<file path="config.mk">
export PLATFORM = sky130hd
export DESIGN_NAME = rxring_mgr
export DESIGN_NICKNAME = d
export VERILOG_FILES = /design/src/rtl/rxring_pkg.sv /design/src/rtl/rxring_pos.sv /design/src/rtl/rxring_pack.sv /design/src/rtl/rxring_stat.sv /design/src/rtl/rxring_mgr.sv
export SDC_FILE = /design/constraint.sdc
export NUM_CORES = 1
export LEC_CHECK = 0
export BUFFER_PORTS_ARGS = -buffer_cell sky130_fd_sc_hd__buf_2
export CAP_MARGIN = 30
export CORE_ASPECT_RATIO = 1.2
export CORE_MARGIN = 3
export CORE_UTILIZATION = 40
export CTS_CLUSTER_SIZE = 10
export DETAILED_ROUTE_END_ITERATION = 6
export GPL_TIMING_DRIVEN = 0
export PLACE_DENSITY_LB_ADDON = 0.25
export SYNTH_ARGS = -nofsm -noshare
export SYNTH_HDL_FRONTEND = slang
export SYNTH_SLANG_ARGS = --single-unit
</file>
<file path="constraint.sdc">
create_clock -name clk -period 15.81 [get_ports clk]
set_input_delay 1.581 -clock clk [delete_from_list [all_inputs] [get_ports clk]]
set_output_delay 1.581 -clock clk [all_outputs]
set_load 0.005 [all_outputs]
</file>
<file path="src/rtl/rxring_pkg.sv">
package rxring_pkg;
  localparam int LEN_W = 14;

  typedef enum logic [2:0] {
    ST_IDLE,
    ST_FETCH,
    ST_COLLECT,
    ST_BURST_LO,
    ST_BURST_HI,
    ST_STATUS,
    ST_MARK,
    ST_DISCARD
  } rx_state_e;

  typedef struct packed {
    logic             first;
    logic             last;
    logic             jumbo;
    logic [1:0]       offset;
    logic [LEN_W-1:0] len;
    logic             vlan;
    logic [2:0]       prio;
    logic             cfi;
  } stat_in_t;
endpackage

</file>
<file path="src/rtl/rxring_pos.sv">
module rxring_pos #(
  parameter int CNT_W = 11
) (
  input  logic        clk,
  input  logic        rst_n,
  input  logic        load_i,
  input  logic [31:0] base_i,
  input  logic        adv_i,
  input  logic        wrap_i,
  output logic [31:0] ptr_o
);
  localparam logic [CNT_W-1:0] STEP = CNT_W'(2);
  localparam int PAD_W = 32 - CNT_W - 2;

  logic [31:0]      base_q, base_d;
  logic [CNT_W-1:0] cnt_q, cnt_d;

  always_comb begin
    base_d = base_q;
    cnt_d  = cnt_q;
    if (load_i) begin
      base_d = base_i;
      cnt_d  = '0;
    end else if (adv_i) begin
      cnt_d = wrap_i ? '0 : cnt_q + STEP;
    end
  end

  always_ff @(posedge clk or negedge rst_n) begin
    if (!rst_n) begin
      base_q <= '0;
      cnt_q  <= '0;
    end else begin
      base_q <= base_d;
      cnt_q  <= cnt_d;
    end
  end

  assign ptr_o = (base_q & 32'hFFFF_FFFC) + {{PAD_W{1'b0}}, cnt_q, 2'b00};

  // plain step, rolling over after the last of 1024 entries
  assert_ring_step_R8: assert property (@(posedge clk) disable iff (!rst_n)
    (adv_i && !wrap_i && !load_i) |=> (cnt_q == ($past(cnt_q) + STEP)));
  assert_wrap_zero_R8: assert property (@(posedge clk) disable iff (!rst_n)
    (adv_i && wrap_i && !load_i) |=> (cnt_q == '0));
  assert_ptr_hold_R10: assert property (@(posedge clk) disable iff (!rst_n)
    (!adv_i && !load_i) |=> $stable(cnt_q));
  assert_base_reset_R13: assert property (@(posedge clk) disable iff (!rst_n)
    load_i |=> (cnt_q == '0));
endmodule

</file>
<file path="src/rtl/rxring_pack.sv">
module rxring_pack #(
  parameter int BUF_BYTES = 128,
  parameter int LEN_W     = 14,
  localparam int POS_W    = $clog2(BUF_BYTES) + 1,
  localparam int GRP_W    = $clog2(BUF_BYTES) - 3
) (
  input  logic             clk,
  input  logic             rst_n,
  input  logic             frame_clr_i,
  input  logic             buf_load_i,
  input  logic [1:0]       start_pos_i,
  input  logic             byte_we_i,
  input  logic [7:0]       byte_i,
  input  logic             drain_i,
  output logic [63:0]      data_o,
  output logic [POS_W-1:0] pos_o,
  output logic [LEN_W-1:0] len_o,
  output logic [GRP_W-1:0] grp_o,
  output logic             closes_o
);
  localparam logic [POS_W-1:0] FULL = POS_W'(BUF_BYTES);

  logic [63:0]      data_q, data_d;
  logic [POS_W-1:0] pos_q, pos_d;
  logic [LEN_W-1:0] len_q, len_d;
  logic [GRP_W-1:0] grp_q, grp_d;

  always_comb begin
    data_d = data_q;
    if (buf_load_i || drain_i) begin
      data_d = '0;
    end else if (byte_we_i) begin
      for (int lane = 0; lane < 8; lane++) begin
        if (pos_q[2:0] == 3'(lane)) data_d[lane*8 +: 8] = byte_i;
      end
    end
  end

  always_comb begin
    pos_d = pos_q;
    len_d = len_q;
    grp_d = grp_q;
    if (buf_load_i) pos_d = {{(POS_W-2){1'b0}}, start_pos_i};
    else if (byte_we_i) begin
      pos_d = pos_q + POS_W'(1);
      grp_d = pos_q[POS_W-2:3];
    end
    if (frame_clr_i) len_d = '0;
    else if (byte_we_i) len_d = len_q + LEN_W'(1);
  end

  always_ff @(posedge clk or negedge rst_n) begin
    if (!rst_n) begin
      data_q <= '0;
      pos_q  <= '0;
      len_q  <= '0;
      grp_q  <= '0;
    end else begin
      data_q <= data_d;
      pos_q  <= pos_d;
      len_q  <= len_d;
      grp_q  <= grp_d;
    end
  end

  assign data_o   = data_q;
  assign pos_o    = pos_q;
  assign len_o    = len_q;
  assign grp_o    = grp_q;
  assign closes_o = (pos_q[2:0] == 3'd7);

  assert_pos_bound_R7: assert property (@(posedge clk) disable iff (!rst_n)
    byte_we_i |-> (pos_q < FULL));
  assert_pos_limit_R7: assert property (@(posedge clk) disable iff (!rst_n)
    pos_q <= FULL);
endmodule

</file>
<file path="src/rtl/rxring_stat.sv">
module rxring_stat
  import rxring_pkg::*;
(
  input  stat_in_t    s_i,
  output logic [31:0] word_o
);
  always_comb begin
    word_o     = '0;
    word_o[15] = s_i.last;
    word_o[14] = s_i.first;
    if (s_i.last) begin
      word_o[11:0] = s_i.len[11:0];
      if (s_i.vlan) begin
        word_o[21]    = 1'b1;
        word_o[19:17] = s_i.prio;
        word_o[16]    = s_i.cfi;
      end
    end
    if (s_i.jumbo) word_o[13:12] = s_i.last ? s_i.len[13:12] : 2'b00;
    else           word_o[13:12] = s_i.offset;
  end
endmodule

</file>
<file path="src/rtl/rxring_mgr.sv">
module rxring_mgr
  import rxring_pkg::*;
#(
  parameter int BUF_BYTES = 128,
  parameter int CNT_W     = 11,
  localparam int POS_W    = $clog2(BUF_BYTES) + 1,
  localparam int GRP_W    = $clog2(BUF_BYTES) - 3
) (
  input  logic        clk,
  input  logic        rst_n,
  input  logic        cfg_rx_en,
  input  logic        cfg_jumbo,
  input  logic [1:0]  cfg_offset,
  input  logic        cfg_base_we,
  input  logic [31:0] cfg_base,
  output logic [31:0] rd_ptr,
  input  logic        in_valid,
  output logic        in_ready,
  input  logic [7:0]  in_data,
  input  logic        in_sof,
  input  logic        in_eof,
  input  logic        in_err,
  input  logic        in_accept,
  input  logic        in_vlan,
  input  logic [2:0]  in_prio,
  input  logic        in_cfi,
  output logic        mem_req,
  output logic        mem_we,
  output logic [31:0] mem_addr,
  output logic [31:0] mem_wdata,
  input  logic [31:0] mem_rdata,
  input  logic        mem_ack,
  output logic        bna_pulse
);
  localparam logic [POS_W-1:0] FULL = POS_W'(BUF_BYTES);

  // reset: asserted asynchronously, released on the clock
  logic [1:0] rsync_q;
  logic       rst_s;
  always_ff @(posedge clk or negedge rst_n) begin
    if (!rst_n) rsync_q <= 2'b00;
    else        rsync_q <= {rsync_q[0], 1'b1};
  end
  assign rst_s = rsync_q[1];

  rx_state_e   state_q, state_d;
  logic [31:0] w0_q, w0_d;
  logic        acc_q, acc_d, first_q, first_d, last_q, last_d;
  logic        vlan_q, vlan_d, cfi_q, cfi_d, bna_q, bna_d;
  logic [2:0]  prio_q, prio_d;

  logic             frame_clr, buf_load, byte_we, drain, adv;
  logic [1:0]       start_pos;
  logic [63:0]      pk_data;
  logic [POS_W-1:0] pk_pos;
  logic [LEN_W-1:0] pk_len;
  logic [GRP_W-1:0] pk_grp;
  logic             pk_closes;
  logic [31:0]      desc_ptr, stat_word, burst_addr;
  stat_in_t         stat_in;

  rxring_pos #(.CNT_W(CNT_W)) u_pos (
    .clk(clk), .rst_n(rst_s), .load_i(cfg_base_we), .base_i(cfg_base),
    .adv_i(adv), .wrap_i(w0_q[1]), .ptr_o(desc_ptr)
  );

  rxring_pack #(.BUF_BYTES(BUF_BYTES), .LEN_W(LEN_W)) u_pack (
    .clk(clk), .rst_n(rst_s), .frame_clr_i(frame_clr), .buf_load_i(buf_load),
    .start_pos_i(start_pos), .byte_we_i(byte_we), .byte_i(in_data), .drain_i(drain),
    .data_o(pk_data), .pos_o(pk_pos), .len_o(pk_len), .grp_o(pk_grp),
    .closes_o(pk_closes)
  );

  assign stat_in = '{first: first_q, last: last_q, jumbo: cfg_jumbo, offset: cfg_offset,
                     len: pk_len, vlan: vlan_q, prio: prio_q, cfi: cfi_q};

  rxring_stat u_stat (.s_i(stat_in), .word_o(stat_word));

  assign burst_addr = (w0_q & 32'hFFFF_FFFC) + {{(32-GRP_W-3){1'b0}}, pk_grp, 3'b000};
  assign start_pos  = first_q ? cfg_offset : 2'b00;

  always_comb begin
    state_d   = state_q;
    w0_d      = w0_q;
    acc_d     = acc_q;
    first_d   = first_q;
    last_d    = last_q;
    vlan_d    = vlan_q;
    prio_d    = prio_q;
    cfi_d     = cfi_q;
    bna_d     = 1'b0;
    frame_clr = 1'b0;
    buf_load  = 1'b0;
    byte_we   = 1'b0;
    drain     = 1'b0;
    adv       = 1'b0;
    in_ready  = 1'b0;
    mem_req   = 1'b0;
    mem_we    = 1'b0;
    mem_addr  = desc_ptr;
    mem_wdata = '0;
    unique case (state_q)
      ST_IDLE: begin
        in_ready = !(in_sof && cfg_rx_en);
        if (in_valid && in_sof && cfg_rx_en) begin
          state_d   = ST_FETCH;
          frame_clr = 1'b1;
          acc_d     = in_accept;
          vlan_d    = in_vlan;
          prio_d    = in_prio;
          cfi_d     = in_cfi;
          first_d   = 1'b1;
          last_d    = 1'b0;
        end
      end
      ST_FETCH: begin
        mem_req = 1'b1;
        if (mem_ack) begin
          w0_d = mem_rdata;
          if (mem_rdata[0]) begin
            bna_d   = 1'b1;
            state_d = ST_DISCARD;
          end else if (!acc_q) begin
            state_d = ST_DISCARD;
          end else begin
            buf_load = 1'b1;
            state_d  = ST_COLLECT;
          end
        end
      end
      ST_COLLECT: begin
        in_ready = 1'b1;
        if (in_valid) begin
          byte_we = 1'b1;
          if (in_eof) begin
            if (in_err) state_d = ST_IDLE;
            else begin
              last_d  = 1'b1;
              state_d = ST_BURST_LO;
            end
          end else if (pk_closes) begin
            state_d = ST_BURST_LO;
          end
        end
      end
      ST_BURST_LO: begin
        mem_req   = 1'b1;
        mem_we    = 1'b1;
        mem_addr  = burst_addr;
        mem_wdata = pk_data[31:0];
        if (mem_ack) state_d = ST_BURST_HI;
      end
      ST_BURST_HI: begin
        mem_req   = 1'b1;
        mem_we    = 1'b1;
        mem_addr  = burst_addr + 32'd4;
        mem_wdata = pk_data[63:32];
        if (mem_ack) begin
          drain   = 1'b1;
          state_d = (last_q || pk_pos == FULL) ? ST_STATUS : ST_COLLECT;
        end
      end
      ST_STATUS: begin
        mem_req   = 1'b1;
        mem_we    = 1'b1;
        mem_addr  = desc_ptr + 32'd4;
        mem_wdata = stat_word;
        if (mem_ack) state_d = ST_MARK;
      end
      ST_MARK: begin
        mem_req   = 1'b1;
        mem_we    = 1'b1;
        mem_wdata = w0_q | 32'd1;
        if (mem_ack) begin
          adv     = 1'b1;
          first_d = 1'b0;
          state_d = last_q ? ST_IDLE : ST_FETCH;
        end
      end
      ST_DISCARD: begin
        in_ready = 1'b1;
        if (in_valid && in_eof) state_d = ST_IDLE;
      end
      default: state_d = ST_IDLE;
    endcase
  end

  always_ff @(posedge clk or negedge rst_s) begin
    if (!rst_s) begin
      state_q <= ST_IDLE;
      w0_q    <= '0;
      acc_q   <= 1'b0;
      first_q <= 1'b0;
      last_q  <= 1'b0;
      vlan_q  <= 1'b0;
      prio_q  <= '0;
      cfi_q   <= 1'b0;
      bna_q   <= 1'b0;
    end else begin
      state_q <= state_d;
      w0_q    <= w0_d;
      acc_q   <= acc_d;
      first_q <= first_d;
      last_q  <= last_d;
      vlan_q  <= vlan_d;
      prio_q  <= prio_d;
      cfi_q   <= cfi_d;
      bna_q   <= bna_d;
    end
  end

  assign bna_pulse = bna_q;
  assign rd_ptr    = desc_ptr;

  assert_bna_single_R11: assert property (@(posedge clk) disable iff (!rst_s)
    bna_pulse |=> !bna_pulse);
  assert_req_hold_R3: assert property (@(posedge clk) disable iff (!rst_s)
    (mem_req && !mem_ack) |=> (mem_req && $stable(mem_addr) && $stable(mem_we)));
  assert_reject_quiet_R12: assert property (@(posedge clk) disable iff (!rst_s)
    (mem_req && mem_we) |-> acc_q);
  assert_idle_quiet_R1: assert property (@(posedge clk) disable iff (!rst_s)
    (state_q == ST_IDLE) |-> !mem_req);
  assert_off_nofetch_R14: assert property (@(posedge clk) disable iff (!rst_s)
    (state_q == ST_IDLE && !cfg_rx_en) |=> (state_q != ST_FETCH));
endmodule

</file>
==> tab_implementation.tex, run 1 <==
\begin{tabular}{lr}
\hline
Metric & Value \\
\hline
\multicolumn{2}{l}{\textbf{Global route}} \\
First-pass GRT wire length & 65.4 mm \\
Largest net degree at the start of global routing & 62 \\
Remaining global-route overflow & 0 \\
Number of antenna violations at the first check in global routing & 0 \\
Gr usage total & 26.4\% \\
Via count of the first global-routing pass & 11.2k \\
\multicolumn{2}{l}{\textbf{Critical path}} \\
Arrival time worst endpoint & 5.87 ns \\
Critical Path RT & 14.23 ns \\
Biggest fanout along the worst timing path & 10 \\
Critical-path cell list & buf\_2 -> nor2b\_1 -> nand2\_1 -> clkbuf\_1 -> clkbuf\_1 -> clkbuf\_1 -> nand2\_1 -> nand2\_1 -> ha\_1 -> o211ai\_1 -> nor4\_2 -> and3\_1 -> buf\_4 -> and2\_0 -> nand4\_1 -> xnor2\_1 -> o221ai\_1 -> buf\_2 \\
CP Buf/Inv Count & 6 \\
Total number of cells along the worst setup path & 18 \\
Crit end category & primary output \\
Critical path startpoint category & register \\
Slowest cell delay on critical path & 0.63 ns \\
Slowest CP cell & clkbuf\_1 \\
FF-to-FF path depth & 9 \\
Class of the most critical setup path & reg2out \\
Cell family contributing the most delay on the critical path & buffers and inverters \\
\multicolumn{2}{l}{\textbf{Logic synthesis}} \\
Sequential share of the synthesized area & 36.3\% \\
Synthesized flop and latch total & 175 \\
Post-synthesis instance area & 0.0121 sq mm \\
Number of distinct standard cells referenced by the synthesized netlist & 83 \\
Syn Inst Count & 1,413 \\
Top cell type by total area after synthesis & dfrtp\_1 \\
Area share of the largest cell type after synthesis & 36.3\% \\
Count of flip-flops with a built-in enable after synthesis & 0 \\
Leading register cell type out of synthesis & dfrtp\_1 \\
Syn avg cell area & 8.54 sq um \\
Top area cells in the synthesized netlist & dfrtp\_1 (36\%), nand2\_1 (6.9\%), mux2\_2 (6.2\%), a21oi\_1 (4.9\%), nand3\_1 (4.3\%) \\
Total number of yosys warnings & 0 \\
Fraction of registers with async set/reset & 100\% \\
\multicolumn{2}{l}{\textbf{Timing}} \\
Final critical-path share of the clock period & 47.1\% \\
Post-route clock skew & 0.0133 ns \\
Worst rel slew slack & 30.2\% \\
Achievable Freq & 134 MHz \\
Post-layout min period & 7.45 ns \\
Final total negative setup slack & 0 ns \\
Final hold slack & 0.354 ns \\
Worst Max-Slew Pin Slew & 1.04 ns \\
Hold Vio Cnt, Final & 0 \\
Slew Viols, Final & 0 \\
Finish-stage setup viols & 0 \\
Setup repair after global routing missed its margin & no \\
\multicolumn{2}{l}{\textbf{Clocking}} \\
Cell at the root of the clock tree & clkbuf\_16 \\
Number of levels in the clock H-tree & 4 \\
Number of sinks driven by the clock tree & 175 \\
Hold-fix buffers, CTS & 0 \\
Clock latency reported for the late side of the worst-skew pair & 0.46 ns \\
Postcts setup bufs & 0 \\
Clock buffers created by TritonCTS & 17 \\
Clock tree from TritonCTS & done \\
Max Root-Sink Buffers & 2 \\
Clk pin slew, worst setup/hold paths & 0.07 ns \\
Number of gates resized after cts & 0 \\
\multicolumn{2}{l}{\textbf{Cells and area}} \\
Highest-count cells in the layout ignoring fill and taps & nand2\_1 (221), buf\_2 (184), dfrtp\_1 (174) \\
Final antenna diode count & 0 \\
Final \#Nets & 1,726 \\
Most common cell after layout, fill and taps aside & nand2\_1 \\
Final Util & 47.5\% \\
Area growth syn-to-layout & 17.0\% \\
Number of non-filler instances in the completed layout & 2,015 \\
Share of cells above drive strength 1 & 20.7\% \\
\multicolumn{2}{l}{\textbf{Floorplanning}} \\
Die width & 165 um \\
Core Box Area & 0.0297 sq mm \\
Count of boundary I/O pins & 190 \\
Effective utilization at floorplan & 40.6\% \\
Cell Rows & 69 \\
Die span in y & 196 um \\
Full die area & 0.0323 sq mm \\
\multicolumn{2}{l}{\textbf{Detailed routing}} \\
Antenna Violating Nets Remaining & 0 \\
WL final & 42.5 mm \\
Via-per-instance ratio & 5.83 \\
1st-iter DRT viols & 1,106 \\
WL/cell & 21.1 um \\
Via count & 11.7k \\
Iteration count of the initial detailed-routing pass & 5 \\
Detailed-route DRC error count & 0 \\
\multicolumn{2}{l}{\textbf{Placed design}} \\
Port-buffer cells & 175 \\
Cell count after placement & 1,983 \\
Detailed placer's ending HPWL & 32.6 mm \\
Final weighted congestion in routability-driven placement & 0.951 \\
\multicolumn{2}{l}{\textbf{Pwr}} \\
Worst IR drop on VDD & 0.0709 mV \\
Cell area power density & 157 mW/mm\^{}2 \\
Post-route total power & 2.21 mW \\
Static power due to leakage & 6.16 nW \\
\multicolumn{2}{l}{\textbf{Worst hold path}} \\
Worst hold path class & reg2reg \\
Worst hold path cell count & 0 \\
\multicolumn{2}{l}{\textbf{Run}} \\
Max-cap violation count & 0 \\
\multicolumn{2}{l}{\textbf{Run status}} \\
Result of the run & finished, final reports clean \\
\hline
\end{tabular}
[synthesized netlist by cell type (5+ instances only)]
library cell / instances
nand2_1: 221
dfrtp_1: 175
a21oi_1: 117
nand3_1: 103
nor2_1: 101
mux2_2: 66
o21ai_0: 61
clkbuf_1: 56
xor2_1: 48
xnor2_1: 42
mux2i_1: 37
inv_1: 28
ha_1: 23
nor3_1: 21
a221o_1: 18
and3_1: 18
nand4_1: 18
buf_1: 13
a22oi_1: 12
a31oi_1: 12
o221ai_1: 12
o22ai_1: 12
a21o_1: 11
and2_1: 11
buf_2: 9
buf_4: 9
o211ai_1: 9
or3_1: 9
clkbuf_2: 8
a211oi_1: 6
and4_1: 6
nor2b_1: 6
a2111oi_2: 5
a21boi_0: 5
a22o_1: 5
nor4_1: 5
o211a_1: 5
o31ai_1: 5
[flip-flops by register name, indices dropped and copies added, names as in the netlist, 2 cells and up]
| register | cells |
|---|---|
| state_q | 3 |
| u_pack.len_o | 14 |
| w0_q | 31 |
| u_pack.data_o | 64 |
| u_pack.grp_o | 4 |
| prio_q | 3 |
| u_pack.pos_o | 8 |
| u_pos.cnt_q | 10 |
| rsync_q | 2 |
| u_pos.base_q | 30 |
[layout make-up]
| class | instances | area [sq um] |
|---|---|---|
| Timing Repair Buffer | 177 | 931 |
| Tap cell | 390 | 488 |
| Sequential cell | 175 | 4380 |
| Buffer | 96 | 423 |
| Inverter | 28 | 105 |
| Clock buffer | 18 | 439 |
| Fill cell | 2949 | 15600 |
| Multi-Input combinational cell | 1117 | 7160 |
| Clock inverter | 14 | 178 |
[worst reg2reg max path, cell delays in order (launching register included)]
cell and delay, ns:
dfrtp_1 0.33, buf_2 0.20, nand2_1 0.33, nor2_1 0.70, and2_1 0.23, clkbuf_1 0.31, o21bai_1 0.17, clkbuf_1 0.45
clkbuf_1 0.48, a21oi_1 0.10
[metal layers]
metal	up-vias	GRT usage (%)	wire [um]
met4	0	11.0	1760
met2	488	43.9	20400
li1	5483	-	-
met3	93	3.51	2940
met1	5677	34.5	17500
met5	-	0	0
[stage by stage]
stage	area (sq um)	setup slack [ns]
detailed placement	13500	8.99
floorplan	12100	10.57
finish	14100	8.36
CTS	14100	8.48
global route	14100	8.06
global placement	13400	8.27
[kinds of logic after synthesis]
kind of cell               share of synthesized area (%)
muxes                                               9.23
other                                             0.0623
adders and majority gates                           2.55
AOI/OAI and AO/OA                                   19.5
DFF                                                 36.3
buffers and inverters                               4.38
xor gates and xnor gates                            6.54
and+or+nand+nor                                     21.4
[path summary, 6_finish.rpt]
check,start,to,slack [ns]
worst max-delay path,state_q[1],mem_addr[24],8.36
worst min-delay path,rsync_q[0],rsync_q[1],0.35
worst max register to register,state_q[0],u_pack.data_o[19],12.38
worst min register to register,rsync_q[0],rsync_q[1],0.35
max in group asynchronous,rsync_q[1],u_pos.cnt_q[9],14.58
min in group asynchronous,rsync_q[1],u_pack.data_o[11],0.44
[where the power goes]
| group | leakage [nW] | switching (mW) | internal, mW | total [mW] |
|---|---|---|---|---|
| logic | 3.60 | 0.677 | 0.403 | 1.08 |
| registers | 2.26 | 0.120 | 0.563 | 0.683 |
| clock network | 0.293 | 0.208 | 0.243 | 0.451 |
No activity file was read; power rests on OpenSTA's default activity.
==> run 2: changes to the inputs <==
Settings changed: ABC_AREA set to 1.
Clock period 15.81 ns to 7.1 ns, I/O delays scaled along.
==> tab_implementation.tex, run 2 <==
\begin{tabular}{lr}
\hline
Metric & Value \\
\hline
\multicolumn{2}{l}{\textbf{Cells and area}} \\
Share of cells above drive strength 1 & 14.0\% (-6.8 points) \\
Highest-count cells in the layout ignoring fill and taps & nand2\_1 (662), inv\_1 (258), buf\_2 (192) \\
Count of filler cells inserted in the layout & 3,192 (+8.2\%) \\
Most common cell after layout, fill and taps aside & nand2\_1 \\
Final \#Nets & 2,196 (+27\%) \\
Flip-flop count of the largest register after layout & 64 (unchanged) \\
Final instance area & 0.0143 sq mm (+1.5\%) \\
Area growth syn-to-layout & 16.8\% \\
Final antenna diode count & 0 (unchanged) \\
\multicolumn{2}{l}{\textbf{Pwr}} \\
Post-route total power & 5.20 mW (+140\%) \\
Cell area power density & 363 mW/mm\^{}2 (+130\%) \\
Static power due to leakage & 7.37 nW (+20\%) \\
Worst IR drop on VDD & 0.228 mV (+220\%) \\
\multicolumn{2}{l}{\textbf{Detailed routing}} \\
Iteration count of the initial detailed-routing pass & 7 (+2) \\
Via-per-instance ratio & 5.29 (-9.3\%) \\
Antenna Violating Nets Remaining & 0 (unchanged) \\
Via count & 13.1k (+12\%) \\
1st-iter DRT viols & 1,023 (-7.5\%) \\
WL final & 44.9 mm (+5.5\%) \\
Detailed-route DRC error count & 0 (unchanged) \\
WL/cell & 18.1 um (-14\%) \\
\multicolumn{2}{l}{\textbf{Timing}} \\
Worst Max-Slew Pin Slew & 0.919 ns (-0.124 ns) \\
Worst-case setup margin in the final layout & 2.70 ns (-5.66 ns) \\
Achievable Freq & 227 MHz \\
Final total negative setup slack & 0 ns (unchanged) \\
Post-layout min period & 4.40 ns \\
Setup repair after global routing missed its margin & no \\
Finish-stage setup viols & 0 (unchanged) \\
Hold Vio Cnt, Final & 0 (unchanged) \\
Slew Viols, Final & 0 (unchanged) \\
Final critical-path share of the clock period & 62.0\% \\
Post-route clock skew & 0.0100 ns (-0.00324 ns) \\
Worst rel slew slack & 38.7\% (+8.5 points) \\
\multicolumn{2}{l}{\textbf{Floorplanning}} \\
Effective utilization at floorplan & 41.1\% (+0.44 points) \\
Cell Rows & 69 (unchanged) \\
Die width & 166 um (+0.81\%) \\
Core Box Area & 0.0299 sq mm (+0.58\%) \\
Die span in y & 198 um (+0.81\%) \\
Full die area & 0.0328 sq mm (+1.6\%) \\
Count of boundary I/O pins & 190 (unchanged) \\
\multicolumn{2}{l}{\textbf{Critical path}} \\
Slowest cell delay on critical path & 0.58 ns (-0.05 ns) \\
Arrival time worst endpoint & 3.69 ns (-2.18 ns) \\
Critical path startpoint category & register \\
Critical-path cell list & buf\_2 -> inv\_1 -> nor2\_1 -> inv\_1 -> nor2\_1 -> clkbuf\_1 -> clkinv\_1 -> clkbuf\_1 -> o211ai\_1 -> buf\_2 \\
Crit end category & primary output \\
Critical Path RT & 6.39 ns (-7.84 ns) \\
Biggest fanout along the worst timing path & 10 (unchanged) \\
Source of the critical timing path & state\_q[0] \\
Cell family contributing the most delay on the critical path & buffers and inverters \\
Beginning of the worst register-to-register path & state\_q[0] \\
Total number of cells along the worst setup path & 10 (-8) \\
Class of the most critical setup path & reg2out \\
Slowest CP cell & clkbuf\_1 \\
CP Buf/Inv Count & 7 (+1) \\
Worst reg2reg path endpoint & u\_pack.data\_o[20] \\
Capture point of the worst path & mem\_addr[19] \\
FF-to-FF path depth & 10 (+1) \\
Minimum setup slack among reg-to-reg paths & 4.27 ns (-8.11 ns) \\
\multicolumn{2}{l}{\textbf{Clocking}} \\
Max Root-Sink Buffers & 2 (unchanged) \\
Clock buffers created by TritonCTS & 17 (unchanged) \\
Postcts setup bufs & 0 (unchanged) \\
Clock tree from TritonCTS & done \\
Clock latency reported for the late side of the worst-skew pair & 0.44 ns (-0.02 ns) \\
Number of sinks driven by the clock tree & 175 (unchanged) \\
Cell at the root of the clock tree & clkbuf\_16 \\
Hold-fix buffers, CTS & 0 (unchanged) \\
Number of levels in the clock H-tree & 4 (unchanged) \\
Clk pin slew, worst setup/hold paths & 0.08 ns (about the same) \\
Number of gates resized after cts & 0 (unchanged) \\
\multicolumn{2}{l}{\textbf{Global route}} \\
Gr usage total & 27.0\% (+0.62 points) \\
Remaining global-route overflow & 0 (unchanged) \\
Number of antenna violations at the first check in global routing & 0 (unchanged) \\
Largest net degree at the start of global routing & 66 (+6.5\%) \\
First-pass GRT wire length & 69.7 mm (+6.5\%) \\
Via count of the first global-routing pass & 12.7k (+13\%) \\
\multicolumn{2}{l}{\textbf{Logic synthesis}} \\
Top cell type by total area after synthesis & dfrtp\_1 \\
Number of distinct standard cells referenced by the synthesized netlist & 56 (-33\%) \\
Sequential share of the synthesized area & 35.7\% (-0.60 points) \\
Syn avg cell area & 6.54 sq um (-23\%) \\
Syn Inst Count & 1,875 (+33\%) \\
Commonest cells in the netlist & nand2\_1 (662), inv\_1 (258), nand3\_1 (182), dfrtp\_1 (175), o21ai\_0 (149) \\
Leading register cell type out of synthesis & dfrtp\_1 \\
Library cell with the highest instance count after synthesis & nand2\_1 \\
Area share of the largest cell type after synthesis & 35.7\% (-0.60 points) \\
Count of flip-flops with a built-in enable after synthesis & 0 (unchanged) \\
Top area cells in the synthesized netlist & dfrtp\_1 (36\%), nand2\_1 (20\%), inv\_1 (7.9\%), nand3\_1 (7.4\%), o21ai\_0 (6.1\%) \\
Fraction of registers with async set/reset & 100\% (unchanged) \\
Synthesized flop and latch total & 175 (unchanged) \\
Total number of yosys warnings & 0 (unchanged) \\
Post-synthesis instance area & 0.0123 sq mm (+1.7\%) \\
\multicolumn{2}{l}{\textbf{Worst hold path}} \\
Worst hold path class & in2async \\
\multicolumn{2}{l}{\textbf{Run status}} \\
Result of the run & finished, final reports clean \\
\multicolumn{2}{l}{\textbf{Placed design}} \\
Worst setup slack before clock tree synthesis & 3.19 ns (-5.80 ns) \\
Final weighted congestion in routability-driven placement & 0.944 (-0.76\%) \\
Detailed placer's ending HPWL & 36.3 mm (+11\%) \\
Area after detailed placement & 0.0137 sq mm (+1.8\%) \\
Port-buffer cells & 183 (+4.6\%) \\
\multicolumn{2}{l}{\textbf{Run}} \\
Max-cap violation count & 0 (unchanged) \\
\hline
\end{tabular}
-- run 2: changes by cell type after synthesis, sizes merged, moves of 40 or more --
cell,change
a21oi,-89
inv,+240
mux2,-64
nand2,+453
nand3,+88
o21ai,+86
xnor2,-40
xor2,-45
-- run 2: cells by family after synthesis --
logic type / count (synthesis) / share of synthesized area (%)
adder cells (fa/ha/maj): 24 / 2.51
XOR/XNOR: 5 / 0.357
buffers and inverters: 324 / 10.3
flip-flops: 175 / 35.7
AO/OA/AOI/OAI: 263 / 12.7
other: 2 / 0.0612
AND/OR/NAND/NOR: 1080 / 38.1
multiplexers: 2 / 0.184
-- run 2: final cells by class --
class,count,area [sq um],area share [%]
Clock inverter,12,116,0.813
Multi-Input combinational cell,1379,6630,46.3
Sequential cell,175,4380,30.6
Buffer,55,255,1.78
Tap cell,390,488,3.41
Inverter,269,1010,7.05
Timing Repair Buffer,185,971,6.78
Clock buffer,20,467,3.26
-- run 2: worst register-to-register path, cell delays in order (launching register included) --
cell     delay, ns
dfrtp_1       0.36
buf_2         0.17
nand2_1       0.10
nor2_1        0.05
nand2_1       0.33
nor3_2        0.14
a21oi_1       0.26
buf_2         0.31
inv_2         0.12
nor2_1        0.63
mux2_2        0.30
-- run 2: where the power goes --
group / internal [mW] / total [mW] / switching [mW]
Clock: 0.493 / 0.959 / 0.466
Combinational: 0.831 / 2.59 / 1.76
Sequential: 1.36 / 1.65 / 0.294
-- run 2: layer usage --
metal	GRT usage, %	vias to the layer above	wire [um]
met2	47.0	495	21700
li1	-	6473	-
met1	33.4	6062	18400
met5	0	-	0
met3	3.55	105	2720
met4	12.9	0	2090
-- run 2: worst min path at each step --
stage                    start          to  slack (ns)  cells past startpoint
finish                   rst_n  rsync_q[1]        0.03                      1
global route             rst_n  rsync_q[1]        0.02                      1
CTS                      rst_n  rsync_q[1]        0.02                      1
detailed placement  rsync_q[0]  rsync_q[1]        0.34                      0
global placement    rsync_q[0]  rsync_q[1]        0.34                      0
floorplan           rsync_q[0]  rsync_q[1]        0.33                      0
-- run 2: through the flow --
stage / hold WS (ns) / util [%] / std cells
floorplan: 0.331 / - / 1878
finish: 0.0303 / 47.9 / 2485
detailed placement: 0.340 / 46.0 / 2453
global route: 0.0242 / 47.9 / 2485
CTS: 0.0205 / 47.9 / 2485
global placement: 0.336 / 45.8 / 2451
==> run 3: changes to the inputs <==
Clock period 7.1 ns to 4.2 ns, I/O delays scaled along.
==> tab_implementation.tex, run 3 (synthesized netlist as in run 2, its figures left out) <==
\begin{tabular}{lr}
\hline
Metric & Value \\
\hline
\multicolumn{2}{l}{\textbf{Run status}} \\
Result of the run & finished, final reports clean \\
\multicolumn{2}{l}{\textbf{Cells and area}} \\
Highest-count cells in the layout ignoring fill and taps & nand2\_1 (658), inv\_1 (258), buf\_2 (192) \\
Count of filler cells inserted in the layout & 3,180 (-0.38\%) \\
Area growth syn-to-layout & 16.7\% (about the same) \\
Flip-flop count of the largest register after layout & 64 (unchanged) \\
Final instance area & 0.0143 sq mm (about the same) \\
Number of non-filler instances in the completed layout & 2,485 (unchanged) \\
Share of cells above drive strength 1 & 14.3\% (+0.29 points) \\
Most common cell after layout, fill and taps aside & nand2\_1 \\
Final antenna diode count & 0 (unchanged) \\
Final \#Nets & 2,197 (+0.046\%) \\
\multicolumn{2}{l}{\textbf{Pwr}} \\
Post-route total power & 8.70 mW (+67\%) \\
Logic gate share of total power & 50.7\% (+0.9 points) \\
Share of total power consumed by net switching & 48.6\% (+0.17 points) \\
Internal cell power & 4.47 mW (+67\%) \\
Worst IR drop on VDD & 0.285 mV (+25\%) \\
Register share of total power & 32.2\% (+0.4 points) \\
Cell area power density & 608 mW/mm\^{}2 (+67\%) \\
Clock network fraction of design power & 17.1\% (-1.3 points) \\
Static power due to leakage & 7.36 nW (-0.13\%) \\
Reported net switching power & 4.23 mW (+68\%) \\
\multicolumn{2}{l}{\textbf{Global route}} \\
Via count of the first global-routing pass & 12.8k (+0.19\%) \\
Gr usage total & 26.9\% (-0.086 points) \\
Number of antenna violations at the first check in global routing & 0 (unchanged) \\
Remaining global-route overflow & 0 (unchanged) \\
Largest net degree at the start of global routing & 70 (+6.1\%) \\
First-pass GRT wire length & 69.2 mm (-0.66\%) \\
\multicolumn{2}{l}{\textbf{Detailed routing}} \\
Via count & 13.0k (-0.77\%) \\
1st-iter DRT viols & 1,101 (+7.6\%) \\
WL/cell & 18.0 um (about the same) \\
Antenna Violating Nets Remaining & 0 (unchanged) \\
Iteration count of the initial detailed-routing pass & 6 (-1) \\
WL final & 44.8 mm (about the same) \\
Detailed-route DRC error count & 0 (unchanged) \\
Via-per-instance ratio & 5.25 (-0.77\%) \\
\multicolumn{2}{l}{\textbf{Critical path}} \\
Slowest CP cell & dfrtp\_2 \\
Slowest cell delay on critical path & 0.46 ns (-0.12 ns) \\
Cell family contributing the most delay on the critical path & simple AND/OR/NAND/NOR gates \\
Critical Path RT & 3.78 ns (-2.61 ns) \\
Crit end category & primary output \\
Class of the most critical setup path & reg2out \\
Arrival time worst endpoint & 3.55 ns (-0.14 ns) \\
Crit-path most repeated cell & nand3\_1 \\
Critical-path cell list & ha\_1 -> fa\_1 -> nand3\_1 -> nand2\_2 -> nand2\_1 -> nand3\_1 -> nand2\_1 -> nand3\_2 -> nor2\_4 -> nand3\_4 -> nor2\_4 -> nand3\_2 -> nor2\_4 -> nand2\_1 -> nand3\_1 -> nand3\_1 -> buf\_2 \\
CP Buf/Inv Count & 1 (-6) \\
Critical path startpoint category & register \\
Biggest fanout along the worst timing path & 6 (-4) \\
\multicolumn{2}{l}{\textbf{Clocking}} \\
Cell at the root of the clock tree & clkbuf\_16 \\
Clk pin slew, worst setup/hold paths & 0.07 ns (about the same) \\
Number of sinks driven by the clock tree & 175 (unchanged) \\
Clock latency reported for the late side of the worst-skew pair & 0.45 ns (about the same) \\
Postcts setup bufs & 0 (unchanged) \\
Clock tree from TritonCTS & done \\
Max Root-Sink Buffers & 2 (unchanged) \\
Clock buffers created by TritonCTS & 17 (unchanged) \\
Number of levels in the clock H-tree & 4 (unchanged) \\
\multicolumn{2}{l}{\textbf{Floorplanning}} \\
Full die area & 0.0328 sq mm (unchanged) \\
Die span in y & 198 um (unchanged) \\
Cell Rows & 69 (unchanged) \\
Core Box Area & 0.0299 sq mm (unchanged) \\
Die width & 166 um (unchanged) \\
Effective utilization at floorplan & 41.1\% (unchanged) \\
Count of boundary I/O pins & 190 (unchanged) \\
\multicolumn{2}{l}{\textbf{Placed design}} \\
Port-buffer cells & 183 (unchanged) \\
Final weighted congestion in routability-driven placement & 0.962 (+1.9\%) \\
Area after detailed placement & 0.0137 sq mm (unchanged) \\
Cell count after placement & 2,453 (unchanged) \\
Detailed placer's ending HPWL & 36.2 mm (-0.31\%) \\
\multicolumn{2}{l}{\textbf{Timing}} \\
Worst Max-Slew Pin Slew & 0.916 ns (-0.00280 ns) \\
Final hold slack & 0.168 ns (+0.138 ns) \\
Setup repair after global routing missed its margin & no \\
Finish-stage setup viols & 0 (unchanged) \\
Hold Vio Cnt, Final & 0 (unchanged) \\
Slew Viols, Final & 0 (unchanged) \\
Final critical-path share of the clock period & 94.6\% \\
Final total negative setup slack & 0 ns (unchanged) \\
Post-layout min period & 3.97 ns \\
Worst rel slew slack & 38.5\% (-0.28 points) \\
Post-route clock skew & 0.0146 ns (+0.00456 ns) \\
Achievable Freq & 252 MHz \\
\multicolumn{2}{l}{\textbf{Worst hold path}} \\
Worst hold path class & in2reg \\
\multicolumn{2}{l}{\textbf{Run}} \\
Max-cap violation count & 0 (unchanged) \\
\hline
\end{tabular}
[run 3: worst reg2reg max path, cell delays in order (launching register included)]
cell	delay [ns]
dfrtp_1	0.35
buf_2	0.17
nand2_1	0.10
nor2_1	0.05
nand2_1	0.33
nor3_2	0.12
a21oi_1	0.27
buf_2	0.32
inv_2	0.13
nor2_1	0.64
mux2_2	0.29
[run 3: power by group through the flow]
stage / Sequential (mW) / Combinational [mW] / Clock, mW
after global placement: 2.82 / 4.24 / 0
after CTS: 2.78 / 4.35 / 1.51
after floorplan: 2.65 / 2.83 / 0
after global routing: 2.87 / 4.93 / 1.57
final: 2.80 / 4.41 / 1.49
after detailed placement: 2.81 / 4.33 / 0
[run 3: path summary, 6_finish.rpt]
check / cells after the start / from / slack, ns / to
max reg2reg: 10 / state_q[0] / 1.36 / u_pack.data_o[20]
min in group asynchronous: 2 / rst_n / 0.27 / rsync_q[1]
min reg2reg: 0 / rsync_q[1] / 0.35 / u_pack.len_o[2]
min: 3 / in_prio[1] / 0.17 / prio_q[1]
max in group asynchronous: 1 / rsync_q[1] / 3.08 / u_pack.data_o[30]
max: 17 / w0_q[3] / 0.23 / mem_addr[20]
[run 3: layout make-up]
type / instances / area (sq um) / share of cell area, %
multi-input combinational: 1379 / 6670 / 46.6
clock buffer: 19 / 433 / 3.02
buffer: 55 / 256 / 1.79
sequential: 175 / 4380 / 30.6
clock inverter: 12 / 88.8 / 0.621
timing repair buffer: 186 / 981 / 6.85
inverter: 269 / 1010 / 7.05
tap: 390 / 488 / 3.41
[run 3: layer usage]
| metal | track usage (%) | vias up | routed length, um |
|---|---|---|---|
| met2 | 47.3 | 466 | 21700 |
| li1 | - | 6462 | - |
| met3 | 3.81 | 101 | 2520 |
| met5 | 0 | - | 0 |
| met4 | 12.0 | 0 | 2050 |
| met1 | 33.1 | 6005 | 18600 |
[run 3: stage by stage]
stage          worst slack (ns)  utilization (%)
2_1_floorplan              1.31                -
3_3_place_gp              0.119             45.8
3_5_place_dp              0.590             46.0
4_1_cts                   0.117             47.8
5_1_grt                0.000418             47.9
6_report                  0.228             47.9
[run 3: repair_timing]
action,4_1_cts,5_1_grt
resized for setup,0,15
endpoints found under the hold margin,2,0
hold buffers,1,0
endpoints found under the setup margin,0,19
